### src/rtl/useq_pkg.sv
`timescale 1ns/1ps
package useq_pkg;

  localparam int UA_W     = 5;
  localparam int CTL_W    = 16;
  localparam int OPC_W    = 3;
  localparam int STROBE_W = CTL_W - UA_W;
  localparam int N_ROUT   = 6;

  // fixed entry points
  localparam int FETCH_ENTRY = 0;
  localparam int IND_ENTRY   = 3;
  localparam int INT_ENTRY   = 6;

  typedef enum logic [3:0] {
    SQ_NEXT   = 4'd0,
    SQ_JUMP   = 4'd1,
    SQ_ZERO   = 4'd2,
    SQ_OVF    = 4'd3,
    SQ_IND    = 4'd4,
    SQ_CFLAG  = 4'd5,
    SQ_DECODE = 4'd6,
    SQ_MAP    = 4'd7,
    SQ_FINISH = 4'd8
  } seq_e;

  typedef enum logic [1:0] {
    CF_HOLD = 2'd0,
    CF_ZERO = 2'd1,
    CF_OVF  = 2'd2,
    CF_KEEP = 2'd3
  } cfsrc_e;

  typedef struct packed {
    logic [CTL_W-1:0] ctrl;
    seq_e             seq;
    cfsrc_e           cfsrc;
    logic [UA_W-1:0]  alt;
    logic [UA_W-1:0]  dest;
  } uword_t;

  function automatic logic [UA_W-1:0] route_start(input int r);
    case (r)
      0:       return UA_W'(9);
      1:       return UA_W'(12);
      2:       return UA_W'(13);
      3:       return UA_W'(16);
      4:       return UA_W'(19);
      5:       return UA_W'(24);
      default: return UA_W'(FETCH_ENTRY);
    endcase
  endfunction

  function automatic uword_t mk(input int a, input seq_e s, input cfsrc_e c,
                                input int dest, input int alt);
    uword_t w;
    logic [STROBE_W-1:0] sb;
    sb = '0;
    sb[a % STROBE_W] = 1'b1;
    w.ctrl  = {sb, UA_W'(a)};
    w.seq   = s;
    w.cfsrc = c;
    w.alt   = UA_W'(alt);
    w.dest  = UA_W'(dest);
    return w;
  endfunction

  function automatic uword_t ucode(input int a);
    case (a)
      0, 1, 3, 4, 6, 7, 9, 10, 20: return mk(a, SQ_NEXT, CF_HOLD, 0, 0);
      2:  return mk(a, SQ_DECODE, CF_HOLD, 0, IND_ENTRY);
      5:  return mk(a, SQ_MAP, CF_HOLD, 0, 0);
      8:  return mk(a, SQ_JUMP, CF_HOLD, FETCH_ENTRY, 0);
      12: return mk(a, SQ_IND, CF_HOLD, 30, 29);
      13: return mk(a, SQ_ZERO, CF_HOLD, 15, 14);
      16: return mk(a, SQ_OVF, CF_HOLD, 18, 17);
      19: return mk(a, SQ_NEXT, CF_ZERO, 0, 0);
      21: return mk(a, SQ_CFLAG, CF_HOLD, 23, 22);
      24: return mk(a, SQ_NEXT, CF_OVF, 0, 0);
      25: return mk(a, SQ_CFLAG, CF_HOLD, 27, 26);
      26: return mk(a, SQ_JUMP, CF_HOLD, 28, 0);
      11, 14, 15, 17, 18, 22, 23, 27, 28, 29, 30:
          return mk(a, SQ_FINISH, CF_HOLD, 0, 0);
      default: return mk(a, SQ_JUMP, CF_HOLD, FETCH_ENTRY, 0);
    endcase
  endfunction

endpackage

### src/rtl/useq_rom.sv
`timescale 1ns/1ps
module useq_rom
  import useq_pkg::*;
#(
  parameter int AW = UA_W
) (
  input  logic          clk,
  input  logic [AW-1:0] rd_addr,
  output uword_t        word_q
);
  localparam int DEPTH = 1 << AW;

  uword_t mem [DEPTH];

  initial begin
    for (int i = 0; i < DEPTH; i++) mem[i] = ucode(i);
  end

  always_ff @(posedge clk) begin
    word_q <= mem[rd_addr];
  end
endmodule

### src/rtl/useq_next.sv
`timescale 1ns/1ps
module useq_next
  import useq_pkg::*;
#(
  parameter int AW = UA_W,
  parameter int OW = OPC_W,
  parameter int NR = N_ROUT
) (
  input  logic [AW-1:0] car,
  input  seq_e          seq,
  input  logic [AW-1:0] dest,
  input  logic [AW-1:0] alt,
  input  logic [OW-1:0] opcode,
  input  logic          zero,
  input  logic          ovf,
  input  logic          ind,
  input  logic          irq,
  input  logic          cf,
  output logic [AW-1:0] nxt
);
  localparam int NOPC = 1 << OW;

  logic [AW-1:0] map_tab [NOPC];
  logic [AW-1:0] mapped;

  // opcode map: mapped routines below NR, the rest fall back to fetch
  for (genvar g = 0; g < NOPC; g++) begin : g_map
    if (g < NR) begin : g_hit
      assign map_tab[g] = AW'(route_start(g));
    end else begin : g_miss
      assign map_tab[g] = AW'(FETCH_ENTRY);
    end
  end

  assign mapped = map_tab[opcode];

  always_comb begin
    case (seq)
      SQ_NEXT:   nxt = car + AW'(1);
      SQ_JUMP:   nxt = dest;
      SQ_ZERO:   nxt = zero ? alt : dest;
      SQ_OVF:    nxt = ovf  ? alt : dest;
      SQ_IND:    nxt = ind  ? alt : dest;
      SQ_CFLAG:  nxt = cf   ? alt : dest;
      SQ_DECODE: nxt = ind  ? alt : mapped;
      SQ_MAP:    nxt = mapped;
      SQ_FINISH: nxt = irq ? AW'(INT_ENTRY) : AW'(FETCH_ENTRY);
      default:   nxt = AW'(FETCH_ENTRY);
    endcase
  end
endmodule

### src/rtl/useq_cflag.sv
`timescale 1ns/1ps
module useq_cflag
  import useq_pkg::*;
(
  input  logic   clk,
  input  logic   rst,
  input  cfsrc_e src,
  input  logic   zero,
  input  logic   ovf,
  output logic   cf_q
);
  always_ff @(posedge clk) begin
    if (rst) begin
      cf_q <= 1'b0;
    end else begin
      case (src)
        CF_ZERO: cf_q <= zero;
        CF_OVF:  cf_q <= ovf;
        default: cf_q <= cf_q;
      endcase
    end
  end
endmodule

### src/rtl/useq_ctrl.sv
`timescale 1ns/1ps
module useq_ctrl
  import useq_pkg::*;
#(
  parameter int AW = UA_W,
  parameter int CW = CTL_W,
  parameter int OW = OPC_W
) (
  input  logic          clk,
  input  logic          rst,
  input  logic [OW-1:0] opcode_i,
  input  logic          flag_zero_i,
  input  logic          flag_ovf_i,
  input  logic          ind_bit_i,
  input  logic          irq_pend_i,
  output logic [CW-1:0] ctrl_o
);
  logic [AW-1:0] car_q;
  logic [AW-1:0] nxt_addr;
  logic [AW-1:0] rd_addr;
  uword_t        word_q;
  logic          cf_q;

  // ROM is read at the address the register is about to take
  assign rd_addr = rst ? AW'(FETCH_ENTRY) : nxt_addr;

  always_ff @(posedge clk) begin
    if (rst) car_q <= AW'(FETCH_ENTRY);
    else     car_q <= nxt_addr;
  end

  useq_rom #(.AW(AW)) u_rom (
    .clk    (clk),
    .rd_addr(rd_addr),
    .word_q (word_q)
  );

  useq_next #(.AW(AW), .OW(OW), .NR(N_ROUT)) u_next (
    .car   (car_q),
    .seq   (word_q.seq),
    .dest  (word_q.dest),
    .alt   (word_q.alt),
    .opcode(opcode_i),
    .zero  (flag_zero_i),
    .ovf   (flag_ovf_i),
    .ind   (ind_bit_i),
    .irq   (irq_pend_i),
    .cf    (cf_q),
    .nxt   (nxt_addr)
  );

  useq_cflag u_cflag (
    .clk (clk),
    .rst (rst),
    .src (word_q.cfsrc),
    .zero(flag_zero_i),
    .ovf (flag_ovf_i),
    .cf_q(cf_q)
  );

  assign ctrl_o = word_q.ctrl;
endmodule

### config.mk
export PLATFORM = sky130hd
export DESIGN_NAME = useq_ctrl
export DESIGN_NICKNAME = d
export VERILOG_FILES = /design/src/rtl/useq_pkg.sv /design/src/rtl/useq_rom.sv /design/src/rtl/useq_next.sv /design/src/rtl/useq_cflag.sv /design/src/rtl/useq_ctrl.sv
export SDC_FILE = /design/constraint.sdc
export NUM_CORES = 1
export LEC_CHECK = 0
export BUFFER_PORTS_ARGS = -buffer_cell sky130_fd_sc_hd__buf_4
export CELL_PAD_IN_SITES_DETAIL_PLACEMENT = 0
export CELL_PAD_IN_SITES_GLOBAL_PLACEMENT = 1
export CORE_MARGIN = 8
export CORE_UTILIZATION = 44
export DETAILED_ROUTE_END_ITERATION = 10
export PLACE_DENSITY = 0.8
export SLEW_MARGIN = 30
export SYNTH_ARGS = -nofsm -noshare
export SYNTH_HDL_FRONTEND = slang
export SYNTH_SLANG_ARGS = --single-unit
### constraint.sdc
create_clock -name clk -period 3.8 [get_ports clk]
set_input_delay 0.19 -clock clk [delete_from_list [all_inputs] [get_ports clk]]
set_output_delay 0.19 -clock clk [all_outputs]
set_load 0.03 [all_outputs]
==> metrics.txt <==
run status=completed; Syn-to-layout area delta=13.1%; vias per cell=5.80; CP delay by family, top=simple AND/OR/NAND/NOR gates; CP endpoint=u_rom.word_q[6]$_DFF_P_; sequential fraction of the synthesis area=0.297; Die X=87.0 um; Ports=25; Slew Limit Fails=0; largest net degree at the start of global routing=27; FF-to-FF End=u_rom.word_q[6]$_DFF_P_; Die Height=87.0 um; nets@finish=roughly 300; Peak VDD IR=roughly 260 uV; Setup TNS=0 ns; flops & latches, synth=33; min cycle time layout=3.40 ns; WS Path Type=reg -> reg; wire per inst=17.2 um; CTS max path bufs=2; Num CTS Buffers=5; grt total ovfl=0; dpl cell area=~2400 sq um; Max-cap violations=0; detailed-placement wirelength estimate=~4600 um; Reg area=661 sq um; CTS tree=built; clk_lat worst skew=0.28 ns; R2R depth=10; post-layout instance area=2510 sq um; worst path cell trace=nand3b_1, o32ai_1, a2111oi_2, nand2_1, nand2_1, ha_1, inv_1, or4b_4, o31ai_1, or2_1; clk sinks=33; Initial Util=0.446; multi-input logic area=1410 sq um; R2R Path Start=u_rom.word_q[15]$_DFF_P_; initial antenna violation count=0; DRT Pass-1 Iters=4; post-synthesis cell type count=72; Core Area=4980 sq um; RSZ-0062 raised after global routing=false; CTS root buf=clkbuf_8; CP Launch Type=flop; critical path capture point type=flop; Hold Path Class=in -> reg; post-route ant nets=0; non-filler cells, final=approximately 350; most used cell, CP=nand2_1; H-tree levels=2; PD cells=572 nW/um^2; Leakage=roughly 0.0011 uW; fillers=~500; drt first-iter violations=around 140; DP Cell Count=around 340; DRC=0; Worst path slowest cell=dfxtp_1; endpoints failing hold=0; relative slew slack=0.481; WL final=about 6000 um; critical path required time=4.03 ns; Highest Clock Rate=between 0.2 and 0.3 GHz; Worst Tran Pin Value=0.777 ns; Post-Synthesis Cells=260; WP depth=10; synthesized net count=approximately 280; Tcrit/Tclk final=0.895; synth warn=0; CP Buf/Inv Count=1; Post-CTS Setup Bufs=0; CP arrival=3.63 ns; Critical Path Max Stage Delay=0.77 ns; number of global-route vias before repair=2023; syn avg cell area=~8.5 sq um; via count=a little over 2000; IO buf count=24; Final setup viols=0; CP Max Fanout=18; share of layout cells above drive strength 1=0.196; gpl congestion=about 0.90; CP startpoint=u_rom.word_q[15]$_DFF_P_; ant diodes=0; Place WS=0.465 ns; number of synthesized flops with an enable pin=0; prevailing post-synth register cell=dfxtp_1; first-pass GRT wire length=between 10000 and 15000 um; Final Worst Setup Slack=0.397 ns; skew final=~0.0016 ns; total global-route track usage=0.169; asr flop ratio synth=0; Mapped Area=about 2200 sq um; CTS resizes=0; R2R Setup Slk=0.40 ns; Row Count=26; die area=7580 sq um; Worst-path clk slew=0.06 ns; Post-CTS Hold Fix Bufs=0
==> Yosys cell counts (2+ instances only) <==
master,count,share of area
and2_1,2,0.0056
xor2_1,3,0.012
o21ai_0,5,0.011
o22a_1,2,0.0079
nor3_1,5,0.011
nand2_1,30,0.051
clkbuf_1,3,0.0051
a311o_1,2,0.0090
nand4_1,5,0.014
buf_6,2,0.010
mux2i_1,12,0.054
o221ai_1,3,0.012
a32oi_1,2,0.0079
o21ai_2,3,0.012
or2_1,2,0.0056
inv_1,13,0.022
a21oi_1,7,0.016
ha_1,8,0.045
nor4bb_1,2,0.0090
or4_1,4,0.014
or2_2,2,0.0056
o32ai_1,3,0.012
mux2_2,2,0.010
nor2_1,15,0.025
o31ai_1,2,0.0068
buf_2,8,0.018
nand2b_1,6,0.017
a211o_1,2,0.0079
nor4b_1,2,0.0079
nand3_1,10,0.023
nand3b_1,7,0.024
a31oi_1,2,0.0056
buf_4,2,0.0068
o2bb2ai_1,3,0.012
or3b_2,2,0.0079
o211ai_1,3,0.010
nor2b_1,3,0.0085
and3_1,3,0.0085
dfxtp_1,33,0.30
or3_1,2,0.0056
o211a_1,2,0.0090
==> final cells by class <==
type / count / area share
Multi-Input combinational cell: 197 / 0.563
Timing Repair Buffer: 29 / 0.0867
Inverter: 14 / 0.0209
Sequential cell: 33 / 0.263
Clock buffer: 8 / 0.0319
Tap cell: 70 / 0.0349
==> power by group <==
group	leakage, uW	switching, uW	internal (uW)
Sequential	0.000268	73.9	403
Clock	0.0000395	115	130
Combinational	0.000773	445	269
Total	0.00108	635	802
==> metrics by stage <==
step | util | hold slack (ns) | power, uW
finish | 0.505 | 0.111 | 1440
global route | 0.505 | 0.111 | 1530
CTS | 0.505 | 0.109 | 1440
detailed placement | 0.489 | 0.410 | 1190
global placement | 0.489 | 0.407 | 1200
floorplan | - | 0.262 | 989
==> per-layer routing <==
layer  vias up  global-route usage  share of wire
met5         -                   0              0
met4         0              0.0892          0.031
met3        19              0.0311          0.048
met2        63               0.271           0.48
met1       950               0.208           0.44
li1       1005                   -              -
==> state kept, by name, indices dropped and copies added, names as in the netlist <==
name          cells
car_q             4
u_cflag.cf_q      1
u_rom.word_q     28
==> logic make-up after synthesis <==
| logic type | share of synthesized area |
|---|---|
| XOR/XNOR | 0.0158 |
| buffers and inverters | 0.0659 |
| adder cells (fa/ha/maj) | 0.0451 |
| AO/OA/AOI/OAI | 0.217 |
| multiplexers | 0.0710 |
| flip-flops | 0.297 |
| AND/OR/NAND/NOR | 0.288 |
==> how the worst min path moves through the flow <==
| stage | start | endpoint | depth (start not counted) |
|---|---|---|---|
| after floorplan | rst | u_cflag.cf_q$_SDFFE_PP0P_ | 1 |
| after global placement | rst | u_cflag.cf_q$_SDFFE_PP0P_ | 2 |
| after detailed placement | rst | u_cflag.cf_q$_SDFFE_PP0P_ | 2 |
| after CTS | rst | u_cflag.cf_q$_SDFFE_PP0P_ | 2 |
| after global routing | rst | u_cflag.cf_q$_SDFFE_PP0P_ | 2 |
| final | rst | u_cflag.cf_q$_SDFFE_PP0P_ | 2 |
==> placed cells by master (no fill, tap or decap), types with 3 or more instances in the layout <==
| master | instances |
|---|---|
| dfxtp_1 | 33 |
| nand2_1 | 30 |
| buf_4 | 29 |
| nor2_1 | 15 |
| inv_1 | 13 |
| mux2i_1 | 12 |
| nand3_1 | 10 |
| ha_1 | 8 |
| a21oi_1 | 7 |
| nand3b_1 | 7 |
| nand2b_1 | 6 |
| o21ai_0 | 5 |
| nand4_1 | 5 |
| nor3_1 | 5 |
| clkbuf_8 | 5 |
| or4_1 | 4 |
| nor2b_1 | 3 |
| o211ai_1 | 3 |
| o21ai_2 | 3 |
| o221ai_1 | 3 |
| o2bb2ai_1 | 3 |
| o32ai_1 | 3 |
| and3_1 | 3 |
| xor2_1 | 3 |
| clkbuf_1 | 3 |
Power figures use the tool's default switching activity.
